<file path="src/rtl/strm_pkg.sv">
package strm_pkg;
  typedef enum logic {MODE_CTR = 1'b0, MODE_CFB = 1'b1} mode_e;
  typedef enum logic [1:0] {PH_IDLE, PH_ISSUE, PH_WAIT, PH_HOLD} phase_e;
endpackage

</file>
<file path="src/rtl/strm_ctrl.sv">
module strm_ctrl
  import strm_pkg::*;
(
  input  logic clk,
  input  logic rst_n,
  input  logic iv_load,
  input  logic in_valid,
  input  logic core_done,
  input  logic out_ready,
  output logic in_ready,
  output logic core_start,
  output logic out_valid,
  output logic ev_accept,
  output logic ev_done,
  output logic ev_load,
  output logic busy
);
  phase_e ph_q, ph_d;

  logic idle;
  assign idle       = (ph_q == PH_IDLE);
  assign busy       = !idle;
  assign ev_load    = idle && iv_load;
  assign in_ready   = idle && !iv_load;
  assign ev_accept  = in_valid && in_ready;
  assign core_start = (ph_q == PH_ISSUE);
  assign ev_done    = (ph_q == PH_WAIT) && core_done;
  assign out_valid  = (ph_q == PH_HOLD);

  always_comb begin
    ph_d = ph_q;
    unique case (ph_q)
      PH_IDLE:  if (ev_accept) ph_d = PH_ISSUE;
      PH_ISSUE: ph_d = PH_WAIT;
      PH_WAIT:  if (core_done) ph_d = PH_HOLD;
      PH_HOLD:  if (out_ready) ph_d = PH_IDLE;
      default:  ph_d = PH_IDLE;
    endcase
  end

  always_ff @(posedge clk or negedge rst_n) begin
    if (!rst_n) ph_q <= PH_IDLE;
    else        ph_q <= ph_d;
  end
endmodule

</file>
<file path="src/rtl/strm_mix.sv">
module strm_mix #(
  parameter int W = 128
) (
  input  logic         clk,
  input  logic         rst_n,
  input  logic         ev_accept,
  input  logic         ev_done,
  input  logic [W-1:0] in_block,
  input  logic [W-1:0] keystream,
  output logic [W-1:0] blk_in,
  output logic [W-1:0] mix_out,
  output logic [W-1:0] out_q
);
  function automatic logic [W-1:0] combine(input logic [W-1:0] data,
                                           input logic [W-1:0] ks);
    return data ^ ks;
  endfunction

  assign mix_out = combine(blk_in, keystream);

  always_ff @(posedge clk or negedge rst_n) begin
    if (!rst_n) begin
      blk_in <= '0;
      out_q  <= '0;
    end else begin
      if (ev_accept) blk_in <= in_block;
      if (ev_done)   out_q  <= mix_out;
    end
  end
endmodule

</file>
<file path="src/rtl/strm_chain.sv">
module strm_chain
  import strm_pkg::*;
#(
  parameter int W = 128
) (
  input  logic         clk,
  input  logic         rst_n,
  input  logic         ev_load,
  input  logic         ev_done,
  input  logic [W-1:0] iv_value,
  input  logic         mode_sel,
  input  logic         decrypt,
  input  logic [W-1:0] blk_in,
  input  logic [W-1:0] mix_out,
  output logic [W-1:0] state_q,
  output mode_e        mode_q,
  output logic         dec_q
);
  localparam logic [W-1:0] ONE = {{(W-1){1'b0}}, 1'b1};

  function automatic logic [W-1:0] ctr_step(input logic [W-1:0] s);
    return s + ONE;
  endfunction

  function automatic logic [W-1:0] fb_pick(input logic dec,
                                           input logic [W-1:0] din,
                                           input logic [W-1:0] dout);
    return dec ? din : dout;
  endfunction

  logic [W-1:0] next_state;
  assign next_state = (mode_q == MODE_CFB) ? fb_pick(dec_q, blk_in, mix_out)
                                           : ctr_step(state_q);

  always_ff @(posedge clk or negedge rst_n) begin
    if (!rst_n) begin
      state_q <= '0;
      mode_q  <= MODE_CTR;
      dec_q   <= 1'b0;
    end else if (ev_load) begin
      state_q <= iv_value;
      mode_q  <= mode_e'(mode_sel);
      dec_q   <= decrypt;
    end else if (ev_done) begin
      state_q <= next_state;
    end
  end
endmodule

</file>
<file path="src/rtl/stream_mode_unit.sv">
module stream_mode_unit
  import strm_pkg::*;
#(
  parameter int W = 128
) (
  input  logic         clk,
  input  logic         rst_n,
  input  logic         iv_load,
  input  logic [W-1:0] iv_value,
  input  logic         mode_sel,
  input  logic         decrypt,
  input  logic         in_valid,
  output logic         in_ready,
  input  logic [W-1:0] in_block,
  output logic         out_valid,
  input  logic         out_ready,
  output logic [W-1:0] out_block,
  output logic         core_start,
  output logic [W-1:0] core_state,
  input  logic         core_done,
  input  logic [W-1:0] core_keystream
);
  logic         ev_accept, ev_done, ev_load, busy;
  logic [W-1:0] blk_in, mix_out;
  mode_e        mode_q;
  logic         dec_q;

  strm_ctrl u_ctrl (
    .clk        (clk),
    .rst_n      (rst_n),
    .iv_load    (iv_load),
    .in_valid   (in_valid),
    .core_done  (core_done),
    .out_ready  (out_ready),
    .in_ready   (in_ready),
    .core_start (core_start),
    .out_valid  (out_valid),
    .ev_accept  (ev_accept),
    .ev_done    (ev_done),
    .ev_load    (ev_load),
    .busy       (busy)
  );

  strm_mix #(.W(W)) u_mix (
    .clk       (clk),
    .rst_n     (rst_n),
    .ev_accept (ev_accept),
    .ev_done   (ev_done),
    .in_block  (in_block),
    .keystream (core_keystream),
    .blk_in    (blk_in),
    .mix_out   (mix_out),
    .out_q     (out_block)
  );

  strm_chain #(.W(W)) u_chain (
    .clk      (clk),
    .rst_n    (rst_n),
    .ev_load  (ev_load),
    .ev_done  (ev_done),
    .iv_value (iv_value),
    .mode_sel (mode_sel),
    .decrypt  (decrypt),
    .blk_in   (blk_in),
    .mix_out  (mix_out),
    .state_q  (core_state),
    .mode_q   (mode_q),
    .dec_q    (dec_q)
  );
endmodule

</file>
<file path="config.mk">
export PLATFORM = sky130hd
export DESIGN_NAME = stream_mode_unit
export DESIGN_NICKNAME = d
export VERILOG_FILES = /design/src/rtl/strm_pkg.sv /design/src/rtl/strm_ctrl.sv /design/src/rtl/strm_mix.sv /design/src/rtl/strm_chain.sv /design/src/rtl/stream_mode_unit.sv
export SDC_FILE = /design/constraint.sdc
export NUM_CORES = 1
export LEC_CHECK = 0
export BUFFER_PORTS_ARGS = -buffer_cell sky130_fd_sc_hd__buf_2
export CORE_AREA = 2 2 255 257
export CTS_CLUSTER_DIAMETER = 40
export DETAILED_ROUTE_END_ITERATION = 10
export DIE_AREA = 0 0 257 259
export SLEW_MARGIN = 40
export SYNTH_ARGS = -nofsm -noshare
export SYNTH_HDL_FRONTEND = slang
export SYNTH_SLANG_ARGS = --single-unit
</file>
<file path="constraint.sdc">
create_clock -name clk -period 2.85 [get_ports clk]
set_input_delay 0.57 -clock clk [delete_from_list [all_inputs] [get_ports clk]]
set_output_delay 0.57 -clock clk [all_outputs]
set_load 0.1 [all_outputs]
</file>
==> results.ini <==
[run_status]
status=completed

[worst_setup_path]
cp.required_ns=3.34
worstSetupPathType=flop to flop
crit_start=u_chain.state_q[85]
cp.arrival_ns=3.26
slowest_stage=nor4_1
crit_top_cell=buf_4
cp_cell_sequence=nand3_1 > buf_4 > nor4_1 > nand4_1 > nand4b_1 > nor4_2 > buf_4 > mux2i_1 > o21ai_0
worstPathMaxFanout=7
max_stage_delay_ns=0.49
reg2reg_from=u_chain.state_q[85]
start_kind=flop
critPathCaptureType=flop
rrSetupSlack_ns=0.07

[global_route]
grt_max_degree=81
busiest_layer=met2
gr-usage-all-layers_pct=31.38
antenna_found_initial=23
grt_pass1_wl_um=155100
grt_overflow=0
grt_pass1_vias=22700
use_met1_pct=42.85
grt_use_met3_pct=7.694
use_met2_pct=48.64

[hold_path]
hold_path_class=input pin to flop
worst_hold_startpoint=decrypt

[job]
cap_violations=0

[power]
clockPowerShare_pct=21.4
power_switching_w=0.02690
p_int_w=0.02186
p_seq_share_pct=23.0
total_power_w=0.04876
peakVddDrop_uv=946.6
power.leakage_nw=13.39
power_frac_comb_pct=55.6
p_sw_share_pct=55.17
power.density_mw_per_mm2=1566

[synthesis]
ys_seq_area_share_pct=43.08
synth_fp_nets=2884
syn-cell-area_sq_mm=0.02254
avgSynthCellArea_sq_um=9.066
synthArstFlopShare_pct=100.0
ys_ff_latch=388
ys.flop_type=dfrtp_1
synth_edf_count=0
ys_types=70
yosysWarnings=0
netlist_instances=2486

[clock_network]
htreeDepth=3
clock-root-buffer=clkbuf_16
numCtsBuffers=79
clkTransAtPathRegs_ns=0.06
clk_latency_ns=0.64
clk_path_buf_depth=3
cts_tree=yes
cts_num_sinks=388

[placed_design]
dp.cells=4019
hpwl_um=84060
place_area_sq_mm=0.02803
place.gp.congestion=1.024
port_buffers=650

[floorplanning]
core_sq_mm=0.06388
num_rows=93
fp.dieH_um=259
initial_core_util_pct=35.28
die-area_sq_mm=0.06656
die_w_um=257
io_pins=651

[drt]
routedWlPerCell_um=25.68
vias=23030
postRouteAntennaNets=0
vias_per_cell=5.511
routed_wl_um=107300
drcViolationCount=0
drt_first_pass_iters=5
drt-initial-drc-count=2113

[cells_and_area]
final_common_cell=buf_2
layout.nets=3644
layout_common_cells=buf_2 (648), dfrtp_1 (291), nand2_1 (273), xnor2_1 (268), o21ai_0 (260)
fin_util_pct=48.73
layoutNonFillerInstCount=4178
synthToLayoutAreaGrowth_pct=38.13
finalInstanceArea_sq_mm=0.03113
drive_above_1_share_pct=37.12

[timing]
drv_slew=0
clock.fmax_ghz=0.3602
hold_viol=0
skew_ns=0.03792
rsz0062_at_grt=no
fin_crit_ns=2.776
relSlewSlack_pct=51.04
period_share_pct=97.41
worst_pin_slew_ns=0.7267
finalSetupViolations=0

[cell type report]
type                            count  area [sq um]
Sequential cell                   388          9878
Multi-Input combinational cell   1926         12270
Inverter                           22         82.58
Clock inverter                     47         829.5
Tap cell                          855          1070
Antenna cell                       12         30.03
Clock buffer                       99          2172
Timing Repair Buffer              829          4800
Fill cell                        6224         32750
[worst max-delay path: cells and delay by family, from the launching register on]
family | cells | cell delay, ns
AND/OR/NAND/NOR | 5 | 1.53
flip-flops | 1 | 0.45
buffers and inverters | 2 | 0.40
multiplexers | 1 | 0.18
AO/OA/AOI/OAI | 1 | 0.09
[flip-flops by register name (all words and copies together) (netlist names)]
signal	flops
u_mix.blk_in	128
u_chain.mode_q	1
u_chain.state_q	128
u_chain.dec_q	1
u_ctrl.ph_q	2
u_mix.out_q	128
[layer usage]
metal	part of all wire [%]	wire (um)
met5	0.080	86
met4	3.0	3263
met3	8.6	9227
met2	45	48630
met1	43	46090
[through the flow]
step / TNS (ns) / worst slack [ns] / hold slack [ns]
finish: 0 / 0.07386 / 0.1266
global route: 0 / 0.0007925 / 0.1122
CTS: 0 / 0.02243 / 0.09790
detailed placement: -0.05943 / -0.05943 / 0.4644
global placement: -0.06411 / -0.06411 / 0.4569
floorplan: -0.02631 / -0.02631 / 0.2744
[logic make-up after synthesis]
group                    after synthesis  synth area share [%]
AO/OA/AOI/OAI                        607                 15.84
XOR/XNOR                             283                 11.00
adder cells (fa/ha/maj)                6                0.3331
buffers and inverters                172                 2.937
flip-flops                           388                 43.08
multiplexers                         142                 7.023
AND/OR/NAND/NOR                      888                 19.79
[worst paths after layout]
| kind | cells past startpoint | endpoint |
|---|---|---|
| setup / recovery | 9 | u_chain.state_q[122] |
| hold / removal | 3 | u_chain.dec_q |
| setup reg to reg | 9 | u_chain.state_q[122] |
| hold reg to reg | 2 | u_mix.out_q[102] |
| max in group asynchronous | 4 | u_mix.out_q[31] |
| min in group asynchronous | 2 | u_mix.out_q[3] |
[cells in the mapped netlist, types with 12 or more instances]
| cell type | count | area, sq um |
|---|---|---|
| a211oi_1 | 30 | 225.2 |
| a21oi_1 | 137 | 685.7 |
| a221oi_1 | 36 | 315.3 |
| a31oi_1 | 22 | 137.6 |
| and3_1 | 27 | 168.9 |
| and4_1 | 15 | 131.4 |
| buf_1 | 12 | 45.04 |
| clkbuf_1 | 135 | 506.7 |
| dfrtp_1 | 388 | 9709 |
| inv_1 | 22 | 82.58 |
| mux2_2 | 129 | 1453 |
| mux2i_1 | 13 | 130.1 |
| nand2_1 | 276 | 1036 |
| nand2b_1 | 58 | 362.9 |
| nand3_1 | 59 | 295.3 |
| nand4_1 | 58 | 362.9 |
| nor2_1 | 154 | 578.1 |
| nor2b_1 | 78 | 488.0 |
| nor3_1 | 67 | 335.3 |
| nor4_1 | 36 | 225.2 |
| o21ai_0 | 262 | 1311 |
| o22ai_1 | 45 | 281.5 |
| or3_1 | 14 | 87.58 |
| xnor2_1 | 268 | 2347 |
| xor2_1 | 15 | 131.4 |
[power groups by stage]
stage	sequential (W)	combinational (W)	clock (W)
5_1_grt	0.0116	0.0283	0.0108
4_1_cts	0.0112	0.0270	0.0105
6_report	0.0112	0.0271	0.0104
3_5_place_dp	0.0112	0.0270	0
3_3_place_gp	0.0111	0.0269	0
2_1_floorplan	0.0223	0.00821	0
[what timing repair did]
item                                    4_1_cts  5_1_grt
resized for setup                             2       10
hold buffers                                  1        0
endpoints found under the setup margin        2        9
pin swaps                                     0        0
hold endpoints to repair                     30        0
buffers inserted                              0        0
No activity file was read; power rests on OpenSTA's default activity.
